## config.mk

```make
export PLATFORM = sky130hd
export DESIGN_NAME = qword_splitter
export DESIGN_NICKNAME = d
export VERILOG_FILES = /design/src/rtl/csplit_pkg.sv /design/src/rtl/csplit_seq.sv /design/src/rtl/csplit_addrgen.sv /design/src/rtl/csplit_rdlatch.sv /design/src/rtl/qword_splitter.sv
export SDC_FILE = /design/constraint.sdc
export NUM_CORES = 1
export LEC_CHECK = 0
export BUFFER_PORTS_ARGS = -buffer_cell sky130_fd_sc_hd__buf_2
export CELL_PAD_IN_SITES_DETAIL_PLACEMENT = 1
export CELL_PAD_IN_SITES_GLOBAL_PLACEMENT = 1
export CORE_AREA = 10 10 127 118
export CTS_CLUSTER_DIAMETER = 40
export DETAILED_ROUTE_END_ITERATION = 6
export DIE_AREA = 0 0 137 128
export HOLD_SLACK_MARGIN = 0.15
export PLACE_DENSITY = 0.88
export SYNTH_ARGS = -nofsm -noshare
export SYNTH_HDL_FRONTEND = slang
export SYNTH_HIERARCHICAL = 1
export SYNTH_SLANG_ARGS = --single-unit
```

## constraint.sdc

```tcl
create_clock -name clk -period 4.3 [get_ports clk]
set_clock_uncertainty 0.15 [all_clocks]
set_input_delay 0.645 -clock clk [delete_from_list [all_inputs] [get_ports clk]]
set_output_delay 0.645 -clock clk [all_outputs]
set_load 0.01 [all_outputs]
```

## src/rtl/csplit_pkg.sv

```systemverilog
package csplit_pkg;

  localparam int HALF_LANES = 4;

  typedef enum logic [2:0] {
    ST_IDLE = 3'd0,
    ST_ADDR = 3'd1,
    ST_STRB = 3'd2,
    ST_REL  = 3'd3,
    ST_NULL = 3'd4
  } split_state_t;

  localparam logic [5:0] AM_DATA  = 6'h0D;
  localparam logic [5:0] AM_CODE  = 6'h0E;
  localparam logic [5:0] AM_BLOCK = 6'h0F;

  function automatic logic [5:0] pick_mod(input logic block, input logic code);
    if (block) return AM_BLOCK;
    if (code) return AM_CODE;
    return AM_DATA;
  endfunction

  function automatic logic [HALF_LANES-1:0] half_enables(
    input logic [2*HALF_LANES-1:0] be, input logic upper);
    return upper ? be[2*HALF_LANES-1:HALF_LANES] : be[HALF_LANES-1:0];
  endfunction

endpackage

```

## src/rtl/csplit_seq.sv

```systemverilog
module csplit_seq
  import csplit_pkg::*;
#(
  parameter int BEATS = 4,
  parameter int STG_W = $clog2(2*BEATS)
) (
  input  logic                    clk,
  input  logic                    rst_n,
  input  logic                    op_start,
  input  logic [2*HALF_LANES-1:0] op_be,
  input  logic                    op_block,
  input  logic                    bk_ack,
  output logic [STG_W-1:0]        stage_o,
  output logic                    accept_o,
  output logic                    block_o,
  output logic                    strobe_o,
  output logic [HALF_LANES-1:0]   lanes_o,
  output logic                    word_ack_o,
  output logic                    rdy_o
);

  localparam int STAGES = 2*BEATS;
  localparam logic [STG_W-1:0] LAST_BLOCK = STG_W'(STAGES-1);

  split_state_t            state_q, state_d;
  logic [STG_W-1:0]        stage_q, stage_d;
  logic [2*HALF_LANES-1:0] be_q;
  logic                    block_q;
  logic                    fin_q;

  logic             last_stage;
  logic             beat_end;
  logic [STG_W-1:0] next_stage;

  assign last_stage = block_q ? (stage_q == LAST_BLOCK)
                              : (stage_q[0] || (half_enables(be_q, 1'b1) == '0));
  assign beat_end   = block_q ? stage_q[0] : last_stage;
  assign next_stage = block_q ? stage_q + 1'b1 : STG_W'(1);

  assign accept_o   = (state_q == ST_IDLE) && op_start;
  assign strobe_o   = (state_q == ST_STRB);
  assign word_ack_o = strobe_o && bk_ack;
  assign rdy_o      = (word_ack_o && beat_end) || (state_q == ST_NULL);
  assign lanes_o    = !strobe_o ? '0 : (block_q ? '1 : half_enables(be_q, stage_q[0]));
  assign stage_o    = stage_q;
  assign block_o    = block_q;

  always_comb begin
    state_d = state_q;
    stage_d = stage_q;
    case (state_q)
      ST_IDLE: if (op_start) begin
        stage_d = (op_block || (half_enables(op_be, 1'b0) != '0)) ? '0 : STG_W'(1);
        state_d = (!op_block && (op_be == '0)) ? ST_NULL : ST_ADDR;
      end
      ST_ADDR: state_d = ST_STRB;
      ST_STRB: if (bk_ack) state_d = ST_REL;
      ST_REL: if (!bk_ack) begin
        if (fin_q) state_d = ST_IDLE;
        else begin
          state_d = ST_ADDR;
          stage_d = next_stage;
        end
      end
      ST_NULL: state_d = ST_IDLE;
      default: state_d = ST_IDLE;
    endcase
  end

  always_ff @(posedge clk) begin
    if (!rst_n) begin
      state_q <= ST_IDLE;
      stage_q <= '0;
      be_q    <= '0;
      block_q <= 1'b0;
      fin_q   <= 1'b0;
    end else begin
      state_q <= state_d;
      stage_q <= stage_d;
      if (accept_o) begin
        be_q    <= op_be;
        block_q <= op_block;
        fin_q   <= 1'b0;
      end else if (word_ack_o) begin
        fin_q <= last_stage;
      end
    end
  end

  // Acknowledge counter kept only for the block-length check.
  logic [STG_W:0] ack_cnt;
  always_ff @(posedge clk) begin
    if (!rst_n) ack_cnt <= '0;
    else if (accept_o) ack_cnt <= '0;
    else if (word_ack_o) ack_cnt <= ack_cnt + 1'b1;
  end

  assert_as_drop_R3: assert property (@(posedge clk) disable iff (!rst_n)
    (strobe_o && bk_ack) |=> !strobe_o);

  assert_rdy_pulse_R3: assert property (@(posedge clk) disable iff (!rst_n)
    rdy_o |=> !rdy_o);

  assert_busy_ignore_R9: assert property (@(posedge clk) disable iff (!rst_n)
    ((state_q != ST_IDLE) && op_start) |=> (be_q == $past(be_q)));

  assert_block_len_R6: assert property (@(posedge clk) disable iff (!rst_n)
    ((state_q == ST_REL) && fin_q && !bk_ack && block_q) |-> (ack_cnt == (STG_W+1)'(STAGES)));

endmodule

```

## src/rtl/csplit_addrgen.sv

```systemverilog
module csplit_addrgen #(
  parameter int ADDR_W = 32,
  parameter int STG_W  = 3
) (
  input  logic              clk,
  input  logic              rst_n,
  input  logic              load,
  input  logic [ADDR_W-1:3] qaddr,
  input  logic [STG_W-1:0]  stage,
  output logic [ADDR_W-1:0] addr_o
);

  function automatic logic [ADDR_W-1:0] sub_addr(
    input logic [ADDR_W-4:0] q, input logic [STG_W-1:0] s);
    return {q, 3'b000} + (ADDR_W'(s) << 2);
  endfunction

  logic [ADDR_W-4:0] base_q;

  always_ff @(posedge clk) begin
    if (!rst_n) base_q <= '0;
    else if (load) base_q <= qaddr;
  end

  assign addr_o = sub_addr(base_q, stage);

endmodule

```

## src/rtl/csplit_rdlatch.sv

```systemverilog
module csplit_rdlatch #(
  parameter int HALF_W = 32
) (
  input  logic                clk,
  input  logic                rst_n,
  input  logic                clear,
  input  logic                cap_lo,
  input  logic                present,
  input  logic                upper,
  input  logic [HALF_W-1:0]   word_in,
  output logic [2*HALF_W-1:0] rdata_o
);

  function automatic logic [2*HALF_W-1:0] assemble(
    input logic up, input logic [HALF_W-1:0] held, input logic [HALF_W-1:0] live);
    return up ? {live, held} : {{HALF_W{1'b0}}, live};
  endfunction

  logic [HALF_W-1:0] lo_q;

  always_ff @(posedge clk) begin
    if (!rst_n) lo_q <= '0;
    else if (clear) lo_q <= '0;
    else if (cap_lo) lo_q <= word_in;
  end

  assign rdata_o = present ? assemble(upper, lo_q, word_in) : '0;

endmodule

```

## src/rtl/qword_splitter.sv

```systemverilog
module qword_splitter
  import csplit_pkg::*;
#(
  parameter int ADDR_W = 32,
  parameter int HALF_W = 32,
  parameter int BEATS  = 4
) (
  input  logic                    clk,
  input  logic                    rst_n,
  input  logic                    cpu_start,
  input  logic [ADDR_W-1:3]       cpu_qaddr,
  input  logic [2*HALF_LANES-1:0] cpu_be,
  input  logic                    cpu_write,
  input  logic                    cpu_block,
  input  logic                    cpu_code,
  output logic                    cpu_rdy,
  output logic [2*HALF_W-1:0]     cpu_rdata,
  output logic [ADDR_W-1:0]       bk_addr,
  output logic                    bk_as,
  output logic [HALF_LANES-1:0]   bk_ds,
  output logic                    bk_write,
  output logic [5:0]              bk_mod,
  output logic                    bk_lane,
  input  logic                    bk_ack,
  input  logic [HALF_W-1:0]       bk_rdata
);

  localparam int STG_W = $clog2(2*BEATS);

  logic [STG_W-1:0] stage;
  logic             accept;
  logic             block_q;
  logic             word_ack;
  logic             wr_q;
  logic             code_q;

  csplit_seq #(.BEATS(BEATS), .STG_W(STG_W)) u_seq (
    .clk        (clk),
    .rst_n      (rst_n),
    .op_start   (cpu_start),
    .op_be      (cpu_be),
    .op_block   (cpu_block),
    .bk_ack     (bk_ack),
    .stage_o    (stage),
    .accept_o   (accept),
    .block_o    (block_q),
    .strobe_o   (bk_as),
    .lanes_o    (bk_ds),
    .word_ack_o (word_ack),
    .rdy_o      (cpu_rdy)
  );

  csplit_addrgen #(.ADDR_W(ADDR_W), .STG_W(STG_W)) u_addr (
    .clk    (clk),
    .rst_n  (rst_n),
    .load   (accept),
    .qaddr  (cpu_qaddr),
    .stage  (stage),
    .addr_o (bk_addr)
  );

  csplit_rdlatch #(.HALF_W(HALF_W)) u_rd (
    .clk     (clk),
    .rst_n   (rst_n),
    .clear   (accept),
    .cap_lo  (word_ack && !stage[0]),
    .present (cpu_rdy && word_ack && !wr_q),
    .upper   (stage[0]),
    .word_in (bk_rdata),
    .rdata_o (cpu_rdata)
  );

  always_ff @(posedge clk) begin
    if (!rst_n) begin
      wr_q   <= 1'b0;
      code_q <= 1'b0;
    end else if (accept) begin
      wr_q   <= cpu_write;
      code_q <= cpu_code;
    end
  end

  assign bk_write = wr_q;
  assign bk_mod   = pick_mod(block_q, code_q);
  assign bk_lane  = stage[0];

  assert_addr_setup_R10: assert property (@(posedge clk) disable iff (!rst_n)
    $rose(bk_as) |-> $stable(bk_addr));

  assert_odd_lane_addr_R2: assert property (@(posedge clk) disable iff (!rst_n)
    (bk_as && bk_lane) |-> bk_addr[2]);

  assert_mod_legal_R5: assert property (@(posedge clk) disable iff (!rst_n)
    bk_as |-> ((bk_mod == AM_DATA) || (bk_mod == AM_CODE) || (bk_mod == AM_BLOCK)));

endmodule

```

==> impl_metrics.toml <==
[status]
status = "finished, final reports clean"

[worst_setup_path]
r2r_setup_slack_ns = 1.74
r2r_end = "u_addr/base_q[25]"
worst-path-max-fanout = 6
crit_path_top_delay_cell = "fa_1"
crit_type = "reg2out"
cp-end-kind = "primary output"
crit_required_ns = 3.50
critPathMaxStageDelay_ns = 0.41
reg2reg_depth = 6
crit_chain = "ha_1, inv_1, fa_1, and4b_1, and3_1, nand4_1, xnor2_1, buf_2"
cp.arrival_ns = 2.59
r2r_start = "u_seq/state_q[1]"
start_kind = "flip-flop"

[drt]
routedWlPerCell_um = 17.36
vias_per_cell = 5.014
drc = 0
ant_nets = 0
drt_iter0_markers = 155
vias = 4222
first_pass_iters = 4
wirelength_mm = 14.62

[power_and_ir_drop]
comb_power_share_pct = 18.2
switchingPower_mw = 0.5009
clock_power_share_pct = 37.1
p_sw_share_pct = 27.44
total_power_mw = 1.825
power_frac_seq_pct = 44.6
total_leakage_power_nw = 2.732
powerDensity_nw_per_um2 = 312.8
p_int_mw = 1.324
peakVddDrop_uv = 172.7

[sta]
finalHoldViolCount = 0
maxSlewViolCount = 0
finalCritPeriodShare_pct = 78.67
finalSetupViolCount = 0
fmax_mhz = 295.6
period_needed_ns = 3.383
rsz0062_at_grt = "no"
finalSetupTns_ns = 0
tightest_slew_ns = 1.160
hold_ws_ns = 0.3140
maxSlewHeadroom_pct = 22.47

[cts]
cts_sinks = 79
post_cts_buffers = 0
cts_max_level = 3
cts_buffers = 9
hold_buffers = 0
clk-insertion-delay-late_ns = 0.33
cts.clk_slew.worst_paths_ns = 0.05
cts-root-buf = "clkbuf_16"
cts_tree = "done"
post_cts_resized = 0
cts_buffer_depth = 2

[global_routing]
grt_pass1_wl_mm = 23.08
antenna_found_initial = 0
met3_usage_pct = 4.859
grt_overflow = 0
grt-busiest-layer = "met2"
gr-usage-all-layers_pct = 16.06
met1_usage_pct = 19.51
globalRouteMet2Util_pct = 26.20
grt_max_degree = 76
first_global_vias = 4566

[logic_synthesis]
synth_edf_count = 0
yosysSeqAreaShare_pct = 33.50
yosys_register_bits = 79
synth_area_um2 = 4721
ys.flop_type = "dfxtp_1"
ys_types = 45
synthArstFlopShare_pct = 0
avgSynthCellArea_um2 = 9.078
syn_inst = 520
yosysWarnings = 6

[die]
pin_count = 186
num_rows = 39
die_height_um = 128
die_w_um = 137
core_um2 = 12390
die_area_um2 = 17540
start_util_pct = 38.09

[placement]
dp_hpwl_mm = 11.50
io_buffers = 179
routabilityCongestion = 0.8343

[min_path]
min_path_cells = 2
min_to = "u_seq/be_q[2]"
hold_path.class = "reg2reg"
worstHoldStart = "u_seq/be_q[2]"

[finish]
final_common_cell = "buf_2"
area_delta_synth_final_pct = 23.62
utilization_pct = 47.08
n_antenna_cell = 0
nets = 755
drive_gt1_share_pct = 30.68
fillers = 1521
final_cell_mix = "buf_2, mux2i_1, dfxtp_1, nor2b_1, nor2_1"

[flow_run]
maxCapViolCount = 0
[metal layers]
metal,vias up,part of all wire [%],routed length (um)
met3,18,9.0,1322
li1,2062,-,-
met1,1994,44,6382
met4,0,1.5,224
met5,-,0,0
met2,148,46,6687
[worst max-delay path by stage]
stage                startpoint             to  slack [ns]  depth (start not counted)
4_1_cts        u_seq/stage_o[1]    bk_addr[31]        0.87                          8
3_3_place_gp             bk_ack  cpu_rdata[34]        1.35                          8
5_1_grt           u_seq/be_q[5]  cpu_rdata[34]        0.71                          8
3_5_place_dp             bk_ack  cpu_rdata[34]        1.25                          8
6_report       u_seq/stage_o[1]    bk_addr[31]        0.92                          8
2_1_floorplan            bk_ack   cpu_rdata[0]        1.59                          7
[synth_stat cells (2+ instances only)]
cell type | number | area, um2
buf_1 | 3 | 11.26
nor4_1 | 3 | 18.77
and4_1 | 3 | 26.28
xor2_1 | 3 | 26.28
buf_12 | 3 | 60.06
nand2b_1 | 5 | 31.28
nor3_1 | 4 | 20.02
nor2b_1 | 64 | 400.4
and2_1 | 5 | 31.28
nand3_1 | 9 | 45.04
a21oi_1 | 10 | 50.05
buf_6 | 5 | 56.30
nor3b_1 | 3 | 22.52
conb_1 | 3 | 11.26
or2_2 | 2 | 12.51
clkbuf_2 | 2 | 10.01
nand4_1 | 10 | 62.56
nand2_1 | 34 | 127.6
o21ai_0 | 2 | 10.01
nor2_1 | 41 | 153.9
inv_1 | 9 | 33.78
ha_1 | 4 | 50.05
xnor2_1 | 24 | 210.2
buf_4 | 9 | 67.56
nand4_2 | 2 | 25.02
clkbuf_1 | 10 | 37.54
mux2i_1 | 102 | 1021
a21boi_0 | 4 | 30.03
nand4bb_1 | 2 | 22.52
dfxtp_1 | 79 | 1582
buf_2 | 11 | 55.05
and3_1 | 36 | 225.2
and4b_1 | 2 | 20.02
[registers in the layout, summed over array words and instances, names as in the netlist]
register and cells:
u_seq/be_q 8, u_seq/state_q 3, u_seq/stage_o 3, u_rd/lo_q 32
u_seq/fin_q 1, u_seq/block_o 1, code_q 1, bk_write 1
u_addr/base_q 29
[cell families (layout without fill, tap and decap cells)]
kind of cell,after synthesis,in the layout,share of synthesized area [%]
flops,79,79,33.50
fa+ha+maj,5,5,1.484
compound gates,21,21,3.075
simple gates,230,230,27.96
xor+xnor,27,27,5.009
mux,102,102,21.63
buf+inv,53,208,7.103
other cells,3,6,0.2385
[final cells by class]
class                   count  area (um2)  share of cell area, %
clock inverters             1       5.005                0.08576
repair buffers            183       925.9                  15.87
clock buffers              14       254.0                  4.352
flip-flops and latches     79        1583                  27.12
well taps                 164       205.2                  3.516
inverters                  10       37.54                 0.6432
multi-input cells         391        2825                  48.41
[worst max-delay path, delay by kind of cell, from the launching register on]
kind	cells	cell delay, ns
buffers and inverters	2	0.22
XOR/XNOR	1	0.22
AND/OR/NAND/NOR	3	0.85
flip-flops	1	0.37
adder cells (fa/ha/maj)	2	0.59
[stage by stage]
step	instance area (um2)	instances	setup WS (ns)
floorplan	4732	523	1.588
global placement	5577	827	1.348
detailed placement	5577	827	1.246
CTS	5836	842	0.8722
global route	5836	842	0.7126
finish	5836	842	0.9171
[power by group through the flow]
stage                     Combinational (mW)  Sequential, mW  Clock, mW
after floorplan                        0.247           0.814          0
after global placement                 0.320           0.825          0
after detailed placement               0.335           0.829          0
after CTS                              0.337           0.814      0.704
after global routing                   0.367           0.821      0.732
final                                  0.333           0.815      0.678
No activity file was read; power rests on OpenSTA's default activity.
